==> src/rtl/beat_ramp_pkg.sv <==
package beat_ramp_pkg;

    typedef enum logic [1:0] {
        ST_IDLE = 2'd0,
        ST_RAMP = 2'd1,
        ST_HOLD = 2'd2
    } ramp_state_e;

    // Starting excess of the variable period over the fixed one.
    localparam int OFFSET_INIT = 128;
    // Right shifts needed to bring OFFSET_INIT to zero.
    localparam int STEP_COUNT  = $clog2(OFFSET_INIT) + 1;
    localparam int IDX_W       = $clog2(STEP_COUNT + 1);

endpackage

==> src/rtl/br_prescaler.sv <==
module br_prescaler #(
    parameter int DIV = 8
) (
    input  logic clk,
    input  logic rst,
    input  logic run,
    output logic tick
);
    generate
        if (DIV <= 1) begin : g_bypass
            logic unused_clk_rst;
            assign unused_clk_rst = clk ^ rst;
            assign tick = run;
        end else begin : g_div
            localparam int W = $clog2(DIV);
            localparam logic [W-1:0] LAST = W'(DIV - 1);
            logic [W-1:0] cnt;

            always_ff @(posedge clk) begin
                if (rst || !run) begin
                    cnt <= '0;
                end else if (cnt == LAST) begin
                    cnt <= '0;
                end else begin
                    cnt <= cnt + 1'b1;
                end
            end

            assign tick = run && (cnt == LAST);
        end
    endgenerate
endmodule

==> src/rtl/br_period_timer.sv <==
module br_period_timer #(
    parameter int W = 16
) (
    input  logic         clk,
    input  logic         rst,
    input  logic         run,
    input  logic         tick,
    input  logic [W-1:0] next_period,
    output logic         roll,
    output logic [W-1:0] period
);
    logic [W-1:0] cnt;

    assign roll = run && tick && (cnt == period);

    always_ff @(posedge clk) begin
        if (rst || !run) begin
            cnt    <= '0;
            period <= next_period;
        end else if (tick) begin
            if (cnt == period) begin
                cnt    <= '0;
                period <= next_period;   // only at own wrap
            end else begin
                cnt <= cnt + 1'b1;
            end
        end
    end
endmodule

==> src/rtl/br_seg_ctrl.sv <==
module br_seg_ctrl
    import beat_ramp_pkg::*;
#(
    parameter int SEG_LEN = 97
) (
    input  logic             clk,
    input  logic             rst,
    input  logic             start,
    input  logic             set_roll,
    output logic             running,
    output logic             done,
    output logic [7:0]       low_byte,
    output logic [IDX_W-1:0] seg_idx
);
    localparam int SC_W = (SEG_LEN > 1) ? $clog2(SEG_LEN) : 1;
    localparam logic [SC_W-1:0] SEG_LAST = SC_W'(SEG_LEN - 1);
    localparam logic [7:0]      LOW_INIT = 8'(OFFSET_INIT);

    ramp_state_e     state_q, state_d;
    logic [SC_W-1:0] seg_cnt;
    logic [7:0]      shifted;
    logic            seg_end;

    assign shifted = low_byte >> 1;
    assign seg_end = set_roll && (seg_cnt == SEG_LAST);

    // state register
    always_ff @(posedge clk) begin
        if (rst) begin
            state_q <= ST_IDLE;
        end else begin
            state_q <= state_d;
        end
    end

    // next-state: T_LAUNCH and T_SETTLE
    always_comb begin
        state_d = state_q;
        unique case (state_q)
            ST_IDLE: if (start) state_d = ST_RAMP;
            ST_RAMP: if (seg_end && (shifted == 8'd0)) state_d = ST_HOLD;
            ST_HOLD: state_d = ST_HOLD;
            default: state_d = ST_IDLE;
        endcase
    end

    // segment data path
    always_ff @(posedge clk) begin
        if (rst) begin
            seg_cnt  <= '0;
            low_byte <= LOW_INIT;
            seg_idx  <= '0;
        end else begin
            unique case (state_q)
                ST_IDLE: begin
                    seg_cnt  <= '0;
                    low_byte <= LOW_INIT;
                end
                ST_RAMP: begin
                    if (seg_end) begin
                        seg_cnt  <= '0;
                        low_byte <= shifted;
                        seg_idx  <= seg_idx + 1'b1;
                    end else if (set_roll) begin
                        seg_cnt <= seg_cnt + 1'b1;
                    end
                end
                ST_HOLD: ;
                default: ;
            endcase
        end
    end

    // outputs from state
    always_comb begin
        running = (state_q != ST_IDLE);
        done    = (state_q == ST_HOLD);
    end
endmodule

==> src/rtl/beat_ramp.sv <==
module beat_ramp
    import beat_ramp_pkg::*;
#(
    parameter int SET_PERIOD = 16'h6100,
    parameter int PRESCALE   = 8,
    parameter int SEG_LEN    = 97
) (
    input  logic             clk,
    input  logic             rst,
    input  logic             start,
    output logic             pwm_out,
    output logic [IDX_W-1:0] seg_idx,
    output logic             done
);
    localparam logic [15:0] SET_P = 16'(SET_PERIOD);

    logic        tick;
    logic        running;
    logic        set_roll, rst_roll;
    logic [7:0]  low_byte;
    logic [15:0] set_per, rst_per, rst_next;

    assign rst_next = {SET_P[15:8], low_byte};

    br_prescaler #(.DIV(PRESCALE)) u_pre (
        .clk (clk),
        .rst (rst),
        .run (running),
        .tick(tick)
    );

    br_period_timer #(.W(16)) u_set_tmr (
        .clk        (clk),
        .rst        (rst),
        .run        (running),
        .tick       (tick),
        .next_period(SET_P),
        .roll       (set_roll),
        .period     (set_per)
    );

    br_period_timer #(.W(16)) u_rst_tmr (
        .clk        (clk),
        .rst        (rst),
        .run        (running),
        .tick       (tick),
        .next_period(rst_next),
        .roll       (rst_roll),
        .period     (rst_per)
    );

    br_seg_ctrl #(.SEG_LEN(SEG_LEN)) u_ctrl (
        .clk     (clk),
        .rst     (rst),
        .start   (start),
        .set_roll(set_roll),
        .running (running),
        .done    (done),
        .low_byte(low_byte),
        .seg_idx (seg_idx)
    );

    // steering: set wins over clear
    always_ff @(posedge clk) begin
        if (rst || !running) begin
            pwm_out <= 1'b0;
        end else if (set_roll) begin
            pwm_out <= 1'b1;
        end else if (rst_roll) begin
            pwm_out <= 1'b0;
        end
    end
endmodule

==> config.mk <==
export PLATFORM = sky130hd
export DESIGN_NAME = beat_ramp
export DESIGN_NICKNAME = d
export VERILOG_FILES = /design/src/rtl/beat_ramp_pkg.sv /design/src/rtl/br_prescaler.sv /design/src/rtl/br_period_timer.sv /design/src/rtl/br_seg_ctrl.sv /design/src/rtl/beat_ramp.sv
export SDC_FILE = /design/constraint.sdc
export NUM_CORES = 1
export LEC_CHECK = 0
export CAP_MARGIN = 20
export CORE_ASPECT_RATIO = 1.5
export CORE_MARGIN = 2
export CORE_UTILIZATION = 48
export CTS_BUF_LIST = sky130_fd_sc_hd__clkbuf_16
export DETAILED_ROUTE_END_ITERATION = 10
export GPL_ROUTABILITY_DRIVEN = 0
export PLACE_DENSITY = 0.68
export SYNTH_ARGS = -nofsm -noshare
export SYNTH_HDL_FRONTEND = slang
export SYNTH_SLANG_ARGS = --single-unit
==> constraint.sdc <==
create_clock -name clk -period 3.9 [get_ports clk]
set_input_delay 0.585 -clock clk [delete_from_list [all_inputs] [get_ports clk]]
set_output_delay 0.585 -clock clk [all_outputs]
set_load 0.01 [all_outputs]
==> results.yml <==
sta:
  period_minus_slack_ps: 2823
  slew_headroom: 0.5687
  timing.fmax_ghz: 0.3542
  slew_violations: 0
  fin_setup_tns_ps: 0
  finClkSkew_ps: 6.168
  setup_viol: 0
  timing.final.crit_share: 0.7240
  worstMarginPinSlew_ps: 645.7
  finalHoldViolCount: 0
  grt_setup_unrepaired: "false"
die:
  fp-row-count: 35
  die_h_um: 101.2
  pin_count: 9
  die-width_um: 68.80
  die-area_mm2: 0.006962
  start_util: 0.4931
  core_mm2: 0.006131
clocking:
  cts.sinks: 65
  ctsResizeCount: 0
  insertion_delay_ps: 330
  htreeDepth: 3
  clockBufferDepth: 2
  cts-root-buf: "clkbuf_16"
  post_cts_buffers: 0
  hold_buffers: 0
  cts_tree: "built"
  cts_buffers: 9
  clk_pin_slew_ps: 60
detailed_routing:
  vias: 2314
  viasPerCell: 5.419
  routed_wl_um: 5533
  drc: 0
  drtPass1Iterations: 5
  drt_iter0_drc: 100
  wl_per_cell_um: 12.96
  antenna_left: 0
power:
  power.combinational.fraction: 0.136
  ir_drop_mv: 0.3576
  p_sw_frac: 0.2718
  p_switching_mw: 0.4807
  cellPowerDensity_mw_per_mm2: 513.6
  p_int_mw: 1.288
  p_leak_nw: 1.133
  pwr-share-seq: 0.420
  total_power_mw: 1.768
  clkPwrFrac: 0.444
synthesis:
  synth_nets: 355
  synth_area_leader_cell: "dfxtp_1"
  yosys-top-cells-count: "dfxtp_1 (57), nor2_1 (42), nand2_1 (36)"
  synth_compound_area_frac: 0.06995
  netlist.area_leader.share: 0.3775
  synth_top_family_by_area: "simple AND/OR/NAND/NOR gates"
  syn_inst: 341
  async_flop_share: 0
  yosysSeqAreaShare: 0.4570
  synth.area.top_cells: "dfxtp_1 (38%), edfxtp_1 (7.9%), xnor2_1 (6.7%)"
  synth.avg_cell_area_um2: 8.865
  synth-edff-count: 8
  synthMuxAreaShare: 0.003311
  netlist_area_mm2: 0.003023
  synth_ff_type: "dfxtp_1"
  synth_cell_types: 43
  ys_warn_count: 0
  synth-adder-area-share: 0.04553
  synth_most_common_cell: "dfxtp_1"
  synth_simple_gate_area_frac: 0.2827
  synth-seq-cells: 65
  synth-xor-area-share: 0.1043
global_routing:
  grt_antenna_before_repair: 0
  grt_util_all_layers: 0.1829
  grt.overflow.total: 0
  grt_pass1_vias: 2203
  grt_pass1_wl_um: 9556
  grt_max_degree: 23
worst_setup_path:
  critPathKind: "reg -> reg"
  cp-end-kind: "flip-flop"
  cp.arrival_ps: 2780
  path_max_fanout: 21
  required_ps: 3860
  startpoint_type: "flip-flop"
layout:
  multi_input_area_mm2: 0.001529
  seq_area_mm2: 0.001381
  n_fill_cell: 579
  nets: 362
  syn_to_final_growth_pct: 13.91
  n_antenna_cell: 0
  drive_gt1_frac: 0.06799
run:
  cap_violations: 0
place:
  hpwlAfterDp_um: 3865
  port_buffers: 8
status:
  status: "finished clean"
min_path:
  hold_path.class: "reg -> reg"
[metrics by stage]
| stage | cells | instance area (um2) | hold WS, ps | utilization | setup slack (ps) |
|---|---|---|---|---|---|
| detailed placement | 411 | 3147 | 428.8 | 0.5133 | 1067 |
| global placement | 411 | 3147 | 417.1 | 0.5133 | 1085 |
| floorplan | 341 | 3023 | 405.7 | - | 1339 |
| CTS | 427 | 3443 | 436.6 | 0.5616 | 1055 |
| global route | 427 | 3443 | 456.9 | 0.5616 | 903.4 |
| finish | 427 | 3443 | 429.7 | 0.5616 | 1077 |
[critical path: stages, from the launching register on]
cell and delay, ps:
dfxtp_1 350, or4_1 520, or4b_4 530, or4_4 560
o21ai_4 490
[power by group through the flow]
stage	registers (mW)	logic [mW]	clock network, mW
2_1_floorplan	0.752	0.194	0
6_report	0.742	0.241	0.785
5_1_grt	0.746	0.275	0.829
4_1_cts	0.743	0.245	0.797
3_5_place_dp	0.758	0.244	0
3_3_place_gp	0.756	0.240	0
[final timing paths]
| check | endpoint | slack (ps) | cells after the start | startpoint |
|---|---|---|---|---|
| worst min-delay path | u_pre.g_div.cnt[0] | 430 | 1 | u_pre.g_div.cnt[0] |
| worst max register to register | u_rst_tmr.period[0] | 1080 | 4 | u_rst_tmr.cnt[9] |
| worst max-delay path | u_rst_tmr.period[0] | 1080 | 4 | u_rst_tmr.cnt[9] |
| worst min register to register | u_pre.g_div.cnt[0] | 430 | 1 | u_pre.g_div.cnt[0] |
[per-layer routing]
metal  GRT usage  part of all wire
met2      0.3070              0.51
met5           0                 0
met1      0.2132              0.44
met3     0.05111             0.033
met4     0.07994             0.015
[flip-flops by register name, indices dropped and copies added, names as in the netlist, 2 cells and up]
register / count
u_rst_tmr.cnt: 16
u_set_tmr.cnt: 16
u_ctrl.low_byte: 8
u_rst_tmr.period: 8
u_ctrl.seg_cnt: 7
u_ctrl.seg_idx: 4
u_pre.g_div.cnt: 3
u_ctrl.state_q: 2
[cells by family (layout without fill, tap and decap cells)]
group | Yosys count | after routing
and+or+nand+nor | 166 | 166
DFF | 65 | 65
xor gates and xnor gates | 36 | 36
AOI/OAI and AO/OA | 34 | 34
buffers and inverters | 28 | 40
adders and majority gates | 11 | 11
muxes | 1 | 1
[layout by cell type, fill, tap and decap left out, drive strengths merged, types with 2 or more instances in the layout]
cell type	instances
nand3b	3
dfxtp	57
nor2	42
o21ai	4
nor3	8
xnor2	23
nand2	36
or2	2
edfxtp	8
nor4	6
nand4	11
clkbuf	9
or4	4
or3	4
nand3	29
and3	5
clkdlybuf4s50	8
inv	15
and2	5
clkinv	6
xor2	13
ha	11
a31oi	5
a21oi	18
and4	4
[layout make-up]
type	count	area share
clock buffers	9	0.06541
clock inverters	7	0.02071
inverters	15	0.01635
multi-input cells	248	0.4440
flip-flops and latches	65	0.4012
well taps	74	0.02689
repair buffers	9	0.02544
Power figures use the tool's default switching activity.
